$ cat src/rtl/bus_seq_pkg.sv
package bus_seq_pkg;
  typedef enum logic [1:0] {
    ST_IDLE  = 2'd0,
    ST_LATCH = 2'd1,
    ST_GAP   = 2'd2,
    ST_STRB  = 2'd3
  } seq_st_e;

  localparam logic [1:0] KIND_CODE = 2'b00;
  localparam logic [1:0] KIND_READ = 2'b01;

  // ticks needed to hold the longest programmable cycle for a field width
  function automatic int cnt_width(input int fw);
    return $clog2(2 * ((1 << fw) + 1) + 1);
  endfunction
endpackage

$ cat src/rtl/bus_len_calc.sv
module bus_len_calc
  import bus_seq_pkg::*;
#(
  parameter int FW = 2,
  parameter int CW = cnt_width(FW)
) (
  input  logic          is_code,
  input  logic          latch,
  input  logic          long_latch,
  input  logic [FW-1:0] f_code_nl,
  input  logic [FW-1:0] f_code_l,
  input  logic [FW-1:0] f_data_nl,
  input  logic [FW-1:0] f_data_l,
  output logic [CW-1:0] lat_ticks,
  output logic [CW-1:0] strb_ticks
);
  logic [FW-1:0] sel;
  logic [CW-1:0] total;

  always_comb begin
    if (is_code) sel = latch ? f_code_l : f_code_nl;
    else         sel = latch ? f_data_l : f_data_nl;
    // one extra clock for the latch phase, two ticks per clock
    total     = (CW'(sel) + (latch ? CW'(2) : CW'(1))) << 1;
    lat_ticks = long_latch ? CW'(3) : CW'(1);
    if (!latch)                           strb_ticks = total;
    else if (total >= lat_ticks + CW'(3)) strb_ticks = total - lat_ticks - CW'(1);
    else                                  strb_ticks = CW'(2);
  end
endmodule

$ cat src/rtl/bus_clk_gen.sv
module bus_clk_gen (
  input  logic clk,
  input  logic rst_n,
  output logic ph_o
);
  logic ph_q, ph_d;

  always_comb ph_d = ~ph_q;

  always_ff @(posedge clk or negedge rst_n) begin
    if (!rst_n) ph_q <= 1'b0;
    else        ph_q <= ph_d;
  end

  assign ph_o = ph_q;
endmodule

$ cat src/rtl/bus_seq.sv
module bus_seq
  import bus_seq_pkg::*;
#(
  parameter int FW = 2,
  parameter int DW = 8
) (
  input  logic          clk,
  input  logic          rst_n,
  input  logic [FW-1:0] cfg_code_nl,
  input  logic [FW-1:0] cfg_code_l,
  input  logic [FW-1:0] cfg_data_nl,
  input  logic [FW-1:0] cfg_data_l,
  input  logic          cfg_long_latch,
  input  logic          req_i,
  input  logic [1:0]    req_kind,
  input  logic          req_latch,
  input  logic          req_burst,
  input  logic          wait_i,
  input  logic [DW-1:0] rdata_i,
  output logic          bus_clk_o,
  output logic          ale_o,
  output logic          fetch_n_o,
  output logic          rd_n_o,
  output logic          wr_n_o,
  output logic          busy_o,
  output logic          done_o,
  output logic [DW-1:0] rdata_o
);
  localparam int CW = cnt_width(FW);

  seq_st_e       st_q, st_d;
  logic [CW-1:0] cnt_q, cnt_d, strb_q, strb_d;
  logic [1:0]    kind_q, kind_d;
  logic          burst_q, burst_d, hold_q, hold_d;
  logic          first_q, first_d, done_q, done_d;
  logic [DW-1:0] rdata_q;
  logic          rdata_en, ph, start;
  logic [CW-1:0] lat_ticks, strb_ticks;
  logic          strobe, is_code_q, is_read_q, is_wr_q;

  bus_clk_gen u_clk (.clk(clk), .rst_n(rst_n), .ph_o(ph));

  bus_len_calc #(.FW(FW), .CW(CW)) u_len (
    .is_code    (req_kind == KIND_CODE),
    .latch      (req_latch),
    .long_latch (cfg_long_latch),
    .f_code_nl  (cfg_code_nl),
    .f_code_l   (cfg_code_l),
    .f_data_nl  (cfg_data_nl),
    .f_data_l   (cfg_data_l),
    .lat_ticks  (lat_ticks),
    .strb_ticks (strb_ticks)
  );

  // ph low now means the coming edge is a bus clock rising edge
  assign start = (st_q == ST_IDLE) && req_i && !ph;

  always_comb begin
    st_d     = st_q;
    cnt_d    = cnt_q;
    strb_d   = strb_q;
    kind_d   = kind_q;
    burst_d  = burst_q;
    hold_d   = hold_q;
    first_d  = 1'b0;
    done_d   = 1'b0;
    rdata_en = 1'b0;
    unique case (st_q)
      ST_IDLE: if (start) begin
        kind_d  = req_kind;
        burst_d = req_burst;
        strb_d  = strb_ticks;
        hold_d  = 1'b0;
        if (req_latch) begin
          st_d  = ST_LATCH;
          cnt_d = lat_ticks - CW'(1);
        end else begin
          st_d    = ST_STRB;
          cnt_d   = strb_ticks - CW'(1);
          first_d = 1'b1;
        end
      end
      ST_LATCH: begin
        if (cnt_q == '0) st_d = ST_GAP;
        else             cnt_d = cnt_q - CW'(1);
      end
      ST_GAP: begin
        st_d    = ST_STRB;
        cnt_d   = strb_q - CW'(1);
        first_d = 1'b1;
      end
      ST_STRB: begin
        if (cnt_q != '0)  cnt_d = cnt_q - CW'(1);
        else if (wait_i)  cnt_d = CW'(1);
        else begin
          st_d     = ST_IDLE;
          done_d   = 1'b1;
          hold_d   = burst_q && (kind_q == KIND_CODE);
          rdata_en = !kind_q[1];
        end
      end
      default: st_d = ST_IDLE;
    endcase
  end

  always_ff @(posedge clk or negedge rst_n) begin
    if (!rst_n) begin
      st_q    <= ST_IDLE;
      cnt_q   <= '0;
      strb_q  <= '0;
      kind_q  <= KIND_CODE;
      burst_q <= 1'b0;
      hold_q  <= 1'b0;
      first_q <= 1'b0;
      done_q  <= 1'b0;
    end else begin
      st_q    <= st_d;
      cnt_q   <= cnt_d;
      strb_q  <= strb_d;
      kind_q  <= kind_d;
      burst_q <= burst_d;
      hold_q  <= hold_d;
      first_q <= first_d;
      done_q  <= done_d;
    end
  end

  always_ff @(posedge clk or negedge rst_n) begin
    if (!rst_n)        rdata_q <= '0;
    else if (rdata_en) rdata_q <= rdata_i;
  end

  assign strobe    = (st_q == ST_STRB);
  assign is_code_q = (kind_q == KIND_CODE);
  assign is_read_q = (kind_q == KIND_READ);
  assign is_wr_q   = kind_q[1];

  assign bus_clk_o = ph;
  assign ale_o     = (st_q == ST_LATCH);
  assign fetch_n_o = !((strobe && is_code_q) || hold_q);
  assign rd_n_o    = !(strobe && is_read_q);
  assign wr_n_o    = !(strobe && is_wr_q && !first_q);
  assign busy_o    = (st_q != ST_IDLE);
  assign done_o    = done_q;
  assign rdata_o   = rdata_q;
endmodule

$ cat config.mk
export PLATFORM = sky130hd
export DESIGN_NAME = bus_seq
export DESIGN_NICKNAME = d
export VERILOG_FILES = /design/src/rtl/bus_seq_pkg.sv /design/src/rtl/bus_len_calc.sv /design/src/rtl/bus_clk_gen.sv /design/src/rtl/bus_seq.sv
export SDC_FILE = /design/constraint.sdc
export NUM_CORES = 1
export LEC_CHECK = 0
export BUFFER_PORTS_ARGS = -buffer_cell sky130_fd_sc_hd__buf_2
export CAP_MARGIN = 20
export CORE_MARGIN = 2
export CORE_UTILIZATION = 56
export CTS_CLUSTER_SIZE = 40
export DETAILED_ROUTE_END_ITERATION = 7
export PLACE_DENSITY = 0.95
export SETUP_SLACK_MARGIN = 0.5
export SLEW_MARGIN = 20
export SYNTH_ARGS = -nofsm -noshare
export SYNTH_HDL_FRONTEND = slang
export SYNTH_SLANG_ARGS = --single-unit
$ cat constraint.sdc
create_clock -name clk -period 4.8 [get_ports clk]
set_input_delay 0.72 -clock clk [delete_from_list [all_inputs] [get_ports clk]]
set_output_delay 0.72 -clock clk [all_outputs]
set_load 0.05 [all_outputs]
Yosys cells after proc, flatten, opt, wreduce, memory -nomap -nowiden. Index checks and enable logic that the tools add are counted.

Multiplexer cells: 32. Equality and inequality tests: 10. $lt $le $gt $ge: 1. Bitwise logic cells: 1. Reduce and logical (&&, ||, !) cells: 25. Add/subtract/negate cells: 8.

Operator list (number): two-way mux 4 bit (7); two-way mux 2 bit (10); subtractor 4 x 1 -> 4 bit (second input constant) (5); one-hot mux 4 bit (4 select lines) (1); two-way mux 1 bit (11); inequality test 2 bit (second input constant) (4); one-hot mux 2 bit (4 select lines) (1); AND reduction 4 bit (2); logical AND 1 bit (7); logical NOT 1 bit (6); logical NOT 2 bit (3); adder 4 x 2 -> 4 bit (second input constant) (1); equality test 2 x 1 -> 1 bit (second input constant) (2); equality test 2 bit (second input constant) (2); greater-or-equal comparator 4 bit (1); logical NOT 4 bit (1); one-hot mux 1 bit (2 select lines) (2); nonzero test 2 bit (2); nonzero test 4 bit (1); subtractor 4 bit (1); adder 2 x 3 -> 3 bit (1); inequality test 3 x 2 -> 1 bit (second input constant) (1); AND reduction 3 bit (1); inequality test 2 x 1 -> 1 bit (second input constant) (1); 3 further kinds (3).

Bits in registers: 25. Word-level logic and storage cells: 87. Output and inout port bits: 15.

Depth between registers and ports, before layout. Gate-level depths: netlist (run 1).

Depth after elaboration: 11. Gate-level depth with buffers: 10.

Cells and area by module. From an unflattened synthesis (run 1), not the netlist that was laid out.

Cells, all modules: 153. Area, all modules: 1606.5 µm².

By module, submodules not included: bus_seq (area an instance 1325.0 µm², times used 1, cells each 120, seq. area each 600.6 µm²); bus_len_calc (area an instance 252.7 µm², times used 1, cells each 31, seq. area each 0.0 µm²); bus_clk_gen (area an instance 28.8 µm², times used 1, cells each 2, seq. area each 25.0 µm²).

Worst setup path after synthesis (run 1). OpenSTA, ideal clock, no wires.

Kind: input-to-reg. From: input port req_latch. To: register cnt_q[3]. Stages on the path: 8. Data required time: 4.736 ns. Setup time: 0.064 ns. Arrival: 3.134 ns. Setup slack: 1.602 ns. Path through: clkbuf_1 mux4_2 ha_1 fa_1 or3_1 a211o_1 a21oi_1 a211o_1.

Word-level cells in the longest chain between the ends: 11. Elaborated cells between the ends (all ways): 14.

Ends and longest elaborated chain: from (decl) (line bus_seq.sv:16) `input logic req_latch,`; two-way mux 2 bit (on tied branches) (line bus_len_calc.sv:22, bus_len_calc.sv:21); two-way mux 2 bit (line bus_len_calc.sv:21) `if (is_code) sel = latch ? f_code_l : f_code_nl;`; adder 2 x 3 -> 3 bit (line bus_len_calc.sv:24) `total = (CW'(sel) + (latch ? CW'(2) : CW'(1))) << 1;`; subtractor 4 bit (line bus_len_calc.sv:27) `else if (total >= lat_ticks + CW'(3)) strb_ticks = total - lat_ticks - CW'(1);`; subtractor 4 x 1 -> 4 bit (line bus_len_calc.sv:27); two-way mux 4 bit (line bus_len_calc.sv:27); two-way mux 4 bit (line bus_len_calc.sv:26) `if (!latch) strb_ticks = total;`; subtractor 4 x 1 -> 4 bit (line bus_seq.sv:79) `cnt_d = strb_ticks - CW'(1);`; two-way mux 4 bit (*) (line bus_seq.sv:74) `if (req_latch) begin`; two-way mux 4 bit (*) (line bus_seq.sv:69) `ST_IDLE: if (start) begin`; one-hot mux 4 bit (4 select lines) (*) (line bus_seq.sv:68) `unique case (st_q)`; to (signal assigned) (line bus_seq.sv:118) `cnt_q <= cnt_d;`; to (decl) (line bus_seq.sv:32) `logic [CW-1:0] cnt_q, cnt_d, strb_q, strb_d;`.

Mark *: on every way between the ends. The rest lies on a longest branch, timed or not. The select of a mux whose other input is x is not followed. A chain may end at the register's enable or synchronous reset.

Worst setup path in the final report (run 1). Ends and elaborated chain as after synthesis.

==> flow_summary_export.csv, run 1 <==
group,metric,value,unit
timing,post-route-period-util,0.6143,
route,routedWlPerCell,15.48,um
timing,hold_violations,0,
logic_synthesis,synthesis.area,1524,um^2
outcome,status,"complete, no violations",
final_layout,post-route-util,0.7083,
cts,htree_levels,1,
hold_path,hp-class,"in -> async",
placed_design,dp_slack,1530,ps
die,die_x,56.17,um
global_route,grt_pass1_vias,1247,
cts,clk_pin_slew,130,ps
critical_path,cp_slowest_stage_delay,540,ps
die,rows,18,
final_layout,fin_nets,216,
critical_path,path_cells,"buf_2, mux4_2, ha_1, fa_1, or3_1, a211o_1, a21oi_1, a211o_1",
global_route,grt_max_degree,25,
final_layout,num_antenna_cells,0,
critical_path,crit_path_end_kind,"register",
placed_design,globalplace.congestion,0.8643,
timing,finalSetupTns,0,ps
global_route,grt_overflow,0,
timing,skew,3.016,ps
pwr,p_int,0.0006661,W
cts,cts.sink_count,24,
critical_path,worst_ep_arrival_time,3230,ps
die,ios,40,
logic_synthesis,ys_seq_elements,24,
timing,worst_slack,1851,ps
timing,rsz0062_at_grt,"no",
pwr,switching_power,0.0005789,W
logic_synthesis,synth_cells,138,
global_route,grt_pass1_wl,5664,um
logic_synthesis,synth_nets,176,
critical_path,crit_family,"adder cells",
final_layout,mostFrequentLayoutCells,"39 x buf_2, 24 x dfrtp_1, 12 x inv_1, 12 x ha_1",
cts,cts_root_buf,"clkbuf_4",
final_layout,drive_gt1_frac,0.3503,
logic_synthesis,yosysSeqAreaShare,0.3941,
route,route.detailed.drc,0,
route,ant_nets,0,
timing,slew_violations,0,
logic_synthesis,yosys_warnings,0,
die,dieArea,3155,um^2
critical_path,start_kind,"input pin",
critical_path,worst_path_max_delay_cell,"mux4_2",
pwr,clkPwrFrac,0.120,
route,drt_iter0_drc,47,
pwr,power.density,696.8,nW/um^2
die,fp.dieH,56.17,um
critical_path,crit_required,5080,ps
cts,hold_buffers,0,
global_route,track_usage,0.2267,
pwr,p_leak,0.9101,nW
die,start_util,0.6042,
critical_path,critPathBufInv,1,
critical_path,crit_path_max_fanout,11,
cts,clockBufferDepth,2,
final_layout,fill_cells,186,
timing,final-setup-viol-count,0,
placed_design,place_area,1734,um^2
cts,cts_setup_buffers,0,
route,wl,3204,um
route,via_per_inst,5.836,
pwr,ir_worst_vdd,0.4340,mV
final_layout,area_growth_syn_to_layout,17.24,%
placed_design,hpwl,2524,um
final_layout,mostFrequentLayoutCell,"buf_2",
timing,final.min_clock_period,2949,ps
placed_design,io_buffers,39,
run,drv_cap,0,
cts,cts_buffers,3,
logic_synthesis,syn_avg_cell_area,11.04,um^2
die,design.core.area,2522,um^2
pwr,pwr-share-comb,0.590,
timing,worst_slew_pin_slew,540.9,ps
timing,fmax,339.1,MHz
logic_synthesis,yosysUniqueCellTypes,37,
timing,relSlewSlack,0.6394,
cts,cts_resized,0,
cts,cts_tree,"yes",
route,dr.pass1.iters,4,
critical_path,cpMostUsedCell,"a211o_1",
cts,clock_latency,330,ps
critical_path,worstSetupPathType,"in -> reg",
pwr,p_seq_frac,0.290,
pwr,swShare,0.4650,
global_route,grt_antenna_before_repair,0,
final_layout,final_area,1787,um^2
route,vias,1208,
timing,fin_hold_ws,353.8,ps
[sequential cells by signal (all words and copies together), names as in the netlist, 2 cells and up]
name	flops
kind_q	2
strb_q	3
cnt_q	4
st_q	2
rdata_o	8
[layer usage]
metal | global-route usage | up-vias | share of wire
met1 | 0.2738 | 586 | 0.42
li1 | - | 567 | -
met5 | 0 | - | 0
met2 | 0.4151 | 48 | 0.50
met4 | 0.06122 | 0 | 0.019
met3 | 0.03488 | 7 | 0.057
[final timing paths]
path                            start  depth (start not counted)  slack, ps          to
hold reg to reg            u_clk.ph_o                          1        490  u_clk.ph_o
setup / recovery            req_latch                          8       1850    cnt_q[3]
max in group asynchronous       rst_n                          1       4090    cnt_q[3]
hold / removal                  rst_n                          1        350  rdata_o[7]
min in group clk           u_clk.ph_o                          1        490  u_clk.ph_o
setup reg to reg             cnt_q[0]                          6       2580  rdata_o[0]
[worst register-to-register path: stages, from the launching register on]
cell     delay, ps
dfrtp_1        420
inv_1          110
ha_1           160
or3b_4         420
nor3b_4        220
and2b_1        450
mux2_4         350
[power groups by stage]
stage / Sequential, W / Combinational (W) / Clock (W)
3_5_place_dp: 0.000364 / 0.000732 / 0
3_3_place_gp: 0.000355 / 0.000699 / 0
2_1_floorplan: 0.000473 / 0.000457 / 0
6_report: 0.000361 / 0.000735 / 0.000150
4_1_cts: 0.000360 / 0.000735 / 0.000150
5_1_grt: 0.000374 / 0.000798 / 0.000154
[final cells by class]
class / instances / area (um^2) / share of cell area
inverters: 12 / 45.04 / 0.02521
repair buffers: 39 / 195.2 / 0.1092
multi-input cells: 98 / 855.8 / 0.4790
clock buffers: 3 / 22.52 / 0.01261
clock inverters: 1 / 30.03 / 0.01681
flip-flops and latches: 24 / 600.6 / 0.3361
well taps: 30 / 37.54 / 0.02101
[cell families (layout without fill, tap and decap cells)]
group                      Yosys count  in the layout  synth area share
DFF                                 24             24            0.3941
and+or+nand+nor                     37             37            0.1445
adders and majority gates           13             13            0.1117
buffers and inverters               16             55           0.04433
AOI/OAI and AO/OA                   25             25            0.1084
xor gates and xnor gates             1              1          0.005748
muxes                               22             22            0.1913
[stage by stage]
| step | total power [W] | instances |
|---|---|---|
| finish | 0.001245 | 207 |
| global route | 0.001327 | 207 |
| CTS | 0.001246 | 207 |
| detailed placement | 0.001096 | 203 |
| global placement | 0.001053 | 203 |
| floorplan | 0.0009306 | 138 |
[synth_stat cells, drive strengths merged]
cell     n  share of area
nor4bb   1         0.0066
mux2    13           0.12
nor2b    1         0.0041
or3b     2          0.013
o221ai   1         0.0057
nand2b   5          0.021
buf      1         0.0074
o211ai   1         0.0049
o21a     1         0.0049
ha      12          0.099
o21ai    7          0.023
xnor2    1         0.0057
inv     12          0.030
or3      2         0.0082
fa       1          0.013
a21bo    1         0.0066
nor3     3         0.0098
nor3b    2          0.017
and2b    1         0.0049
a21oi    6          0.020
mux4     2          0.030
o32a     1         0.0066
o21bai   2         0.0098
o31ai    2         0.0098
mux2i    7          0.046
nand3    1         0.0033
nor4b    1         0.0057
nand3b   2         0.0098
nand4    1         0.0041
dfrtp   24           0.39
a211o    3          0.017
nand2    8          0.020
nor2     7          0.017
clkbuf   3         0.0074
No activity file was read; power rests on OpenSTA's default activity.
==> run 2, diff against run 1 <==
--- a/config.mk
+++ b/config.mk
@@ -5,13 +5,14 @@
 export SDC_FILE = /design/constraint.sdc
 export NUM_CORES = 1
 export LEC_CHECK = 0
+export ABC_AREA = 1
 export BUFFER_PORTS_ARGS = -buffer_cell sky130_fd_sc_hd__buf_2
 export CAP_MARGIN = 20
 export CORE_MARGIN = 2
-export CORE_UTILIZATION = 56
+export CORE_UTILIZATION = 47
 export CTS_CLUSTER_SIZE = 40
 export DETAILED_ROUTE_END_ITERATION = 7
-export PLACE_DENSITY = 0.95
+export PLACE_DENSITY = 0.86
 export SETUP_SLACK_MARGIN = 0.5
 export SLEW_MARGIN = 20
 export SYNTH_ARGS = -nofsm -noshare
==> constraint.sdc (replaced) <==
create_clock -name clk -period 2.6 [get_ports clk]
set_input_delay 0.39 -clock clk [delete_from_list [all_inputs] [get_ports clk]]
set_output_delay 0.39 -clock clk [all_outputs]
set_load 0.05 [all_outputs]
==> flow_summary_export.csv, run 2 <==
group,metric,value,unit
critical_path,critPathBufInv,2,
logic_synthesis,ys_seq_elements,24,
critical_path,worstSetupPathType,"reg -> out",
placed_design,io_buffers,39,
critical_path,path_cells,"ha_1, inv_1, nor2_1, nand2_1, buf_2",
logic_synthesis,synth-edff-count,0,
placed_design,hpwl,2414,um
cts,cts.sink_count,24,
placed_design,place_area,1740,um^2
placed_design,globalplace.congestion,0.8097,
pwr,clkPwrFrac,0.073,
pwr,p_int,0.001026,W
critical_path,crit_path_end_kind,"primary output",
timing,relSlewSlack,0.6542,
logic_synthesis,synth.top_cells.by_count,"52 x nand2_1, 24 x dfrtp_1, 22 x inv_1",
die,ios,40,
die,die_x,60.55,um
final_layout,largest_reg_flops,8,
critical_path,r2r_cells,10,
route,wl_met3,155,um
pwr,power,0.002158,W
final_layout,fin_nets,274,
logic_synthesis,yosysSeqAreaShare,0.3997,
timing,slew_violations,0,
hold_path,hp-class,"in -> async",
logic_synthesis,yosysTopAreaCell,"dfrtp_1",
route,drt_iter0_drc,46,
cts,cts_buffers,3,
critical_path,r2r-end,"cnt_q[1]",
route,top_layer,"met4",
route,routedWlPerCell,10.97,um
final_layout,num_antenna_cells,0,
route,ant_nets,0,
critical_path,crit_path_max_fanout,8,
cts,clock_latency,310,ps
logic_synthesis,synthesis.area,1503,um^2
cts,cts_root_buf,"clkbuf_4",
final_layout,drive_gt1_frac,0.2735,
logic_synthesis,async_reset_ff_frac,1.000,
die,dieArea,3666,um^2
final_layout,final_area,1798,um^2
final_layout,area_growth_syn_to_layout,19.65,%
route,wl_met1,1328,um
die,start_util,0.4922,
logic_synthesis,yosys_warnings,0,
logic_synthesis,synth-main-ff-cell,"dfrtp_1",
logic_synthesis,synth_cells,193,
cts,htree_levels,1,
global_route,grt_pass1_wl,5326,um
logic_synthesis,synth.most_common_cell,"nand2_1",
global_route,grt_overflow,0,
critical_path,crit_required,2210,ps
cts,hold_buffers,0,
die,rows,20,
final_layout,mostFrequentLayoutCell,"nand2_1",
critical_path,rrSetupSlack,750,ps
logic_synthesis,synth_top_area_share,0.3997,
die,fp.dieH,60.55,um
final_layout,fill_cells,296,
timing,worst_slew_pin_slew,518.7,ps
global_route,grt_antenna_before_repair,0,
route,via_per_inst,4.942,
logic_synthesis,syn_avg_cell_area,7.786,um^2
logic_synthesis,synth.top_cells.by_area,"dfrtp_1 40%, nand2_1 13%, ha_1 10%, inv_1 5.5%, nor2_1 4.2%",
timing,fmax,511.4,MHz
route,route.met2.wl,1515,um
timing,hold_violations,0,
critical_path,worst_ep_arrival_time,1570,ps
critical_path,worst_path_max_delay_cell,"dfrtp_1",
global_route,grt_max_degree,25,
pwr,p_leak,0.9802,nW
route,route.detailed.drc,0,
pwr,ir_worst_vdd,0.5524,mV
timing,skew,5.946,ps
run,drv_cap,0,
global_route,track_usage,0.1947,
timing,rsz0062_at_grt,"no",
timing,finalSetupTns,0,ps
pwr,p_seq_frac,0.301,
global_route,grt_pass1_vias,1314,
timing,post-route-period-util,0.7520,
route,wl,3049,um
route,dr.pass1.iters,4,
outcome,status,"complete, no violations",
critical_path,cp_slowest_stage_delay,430,ps
pwr,switching_power,0.001132,W
critical_path,timing.rr.start,"st_q[0]",
logic_synthesis,synth_nets,231,
timing,final.min_clock_period,1955,ps
route,vias,1374,
placed_design,dp_slack,250.1,ps
pwr,power.density,1200,nW/um^2
timing,final-setup-viol-count,0,
cts,clk_pin_slew,120,ps
critical_path,crit_family,"flip-flops",
pwr,swShare,0.5247,
logic_synthesis,yosysUniqueCellTypes,25,
cts,cts_tree,"yes",
final_layout,mostFrequentLayoutCells,"51 x nand2_1, 38 x buf_2, 24 x dfrtp_1, 22 x inv_1, 16 x nor2_1",
pwr,pwr-share-comb,0.626,
cts,clockBufferDepth,2,
die,design.core.area,3053,um^2
timing,worst_slack,644.7,ps
critical_path,start_kind,"register",
[run 2: changes by cell type after synthesis, moves of 7 or more]
| cell | previous run | this run |
|---|---|---|
| nor2_1 | 7 | 17 |
| inv_1 | 12 | 22 |
| nand3_1 | 1 | 12 |
| nand2_1 | 8 | 52 |
| mux2_4 | 8 | 0 |
| mux2i_1 | 7 | 0 |
[run 2: layout make-up]
type	instances	area, um^2	share of cell area
timing repair buffer	41	212.7	0.1183
tap	44	55.05	0.03062
multi-input combinational	139	803.3	0.4468
inverter	27	103.9	0.05776
sequential	24	600.6	0.3340
clock buffer	3	22.52	0.01253
[run 2: worst register-to-register path: stages (launching register included)]
cell	delay [ps]
dfrtp_1	440
inv_1	140
ha_2	250
inv_2	70
nand3_1	80
nand2_1	80
a21oi_1	150
ha_1	260
o22ai_1	180
nand2_1	70
o21ai_0	70
[run 2: how the worst max path moves through the flow]
stage | endpoint | from | slack [ps] | cells after the start
after floorplan | strb_q[2] | req_latch | 540 | 10
after global placement | strb_q[1] | req_latch | 340 | 11
after detailed placement | cnt_q[2] | req_kind[1] | 250 | 14
after CTS | cnt_q[2] | req_kind[1] | 590 | 14
after global routing | cnt_q[2] | req_latch | 490 | 14
final | wr_n_o | st_q[0] | 640 | 5
[run 2: timing repair]
item | in CTS | in global routing
gates resized for setup | 0 | 7
setup endpoints to repair | 0 | 6
setup buffers | 0 | 2
[run 2: routing by layer]
metal,up-vias,global-route usage
met2,44,0.3540
met3,5,0.02772
met5,-,0
met1,618,0.2311
li1,707,-
met4,0,0.07764
[run 2: power by group through the flow]
stage / clock, W / combinational (W) / sequential [W]
after floorplan: 0 / 0.000866 / 0.000850
after detailed placement: 0 / 0.00134 / 0.000658
final: 0.000157 / 0.00135 / 0.000650
after global placement: 0 / 0.00131 / 0.000645
after global routing: 0.000177 / 0.00152 / 0.000670
after CTS: 0.000163 / 0.00135 / 0.000649
[run 2: stage by stage]
step,utilization,hold WS (ps),instances
3_5_place_dp,0.5701,399.7,273
6_report,0.5889,30.68,278
4_1_cts,0.5775,47.75,276
3_3_place_gp,0.5701,393.9,273
2_1_floorplan,-,94.41,193
5_1_grt,0.5889,59.08,278
[run 2: cell families (layout without fill, tap and decap cells)]
family                   Yosys count  after routing  synth area share
AND/OR/NAND/NOR                   93             93            0.2831
AO/OA/AOI/OAI                     32             32            0.1224
buffers and inverters             30             71           0.07576
flip-flops                        24             24            0.3997
adder cells (fa/ha/maj)           13             13            0.1132
XOR/XNOR                           1              1          0.005830
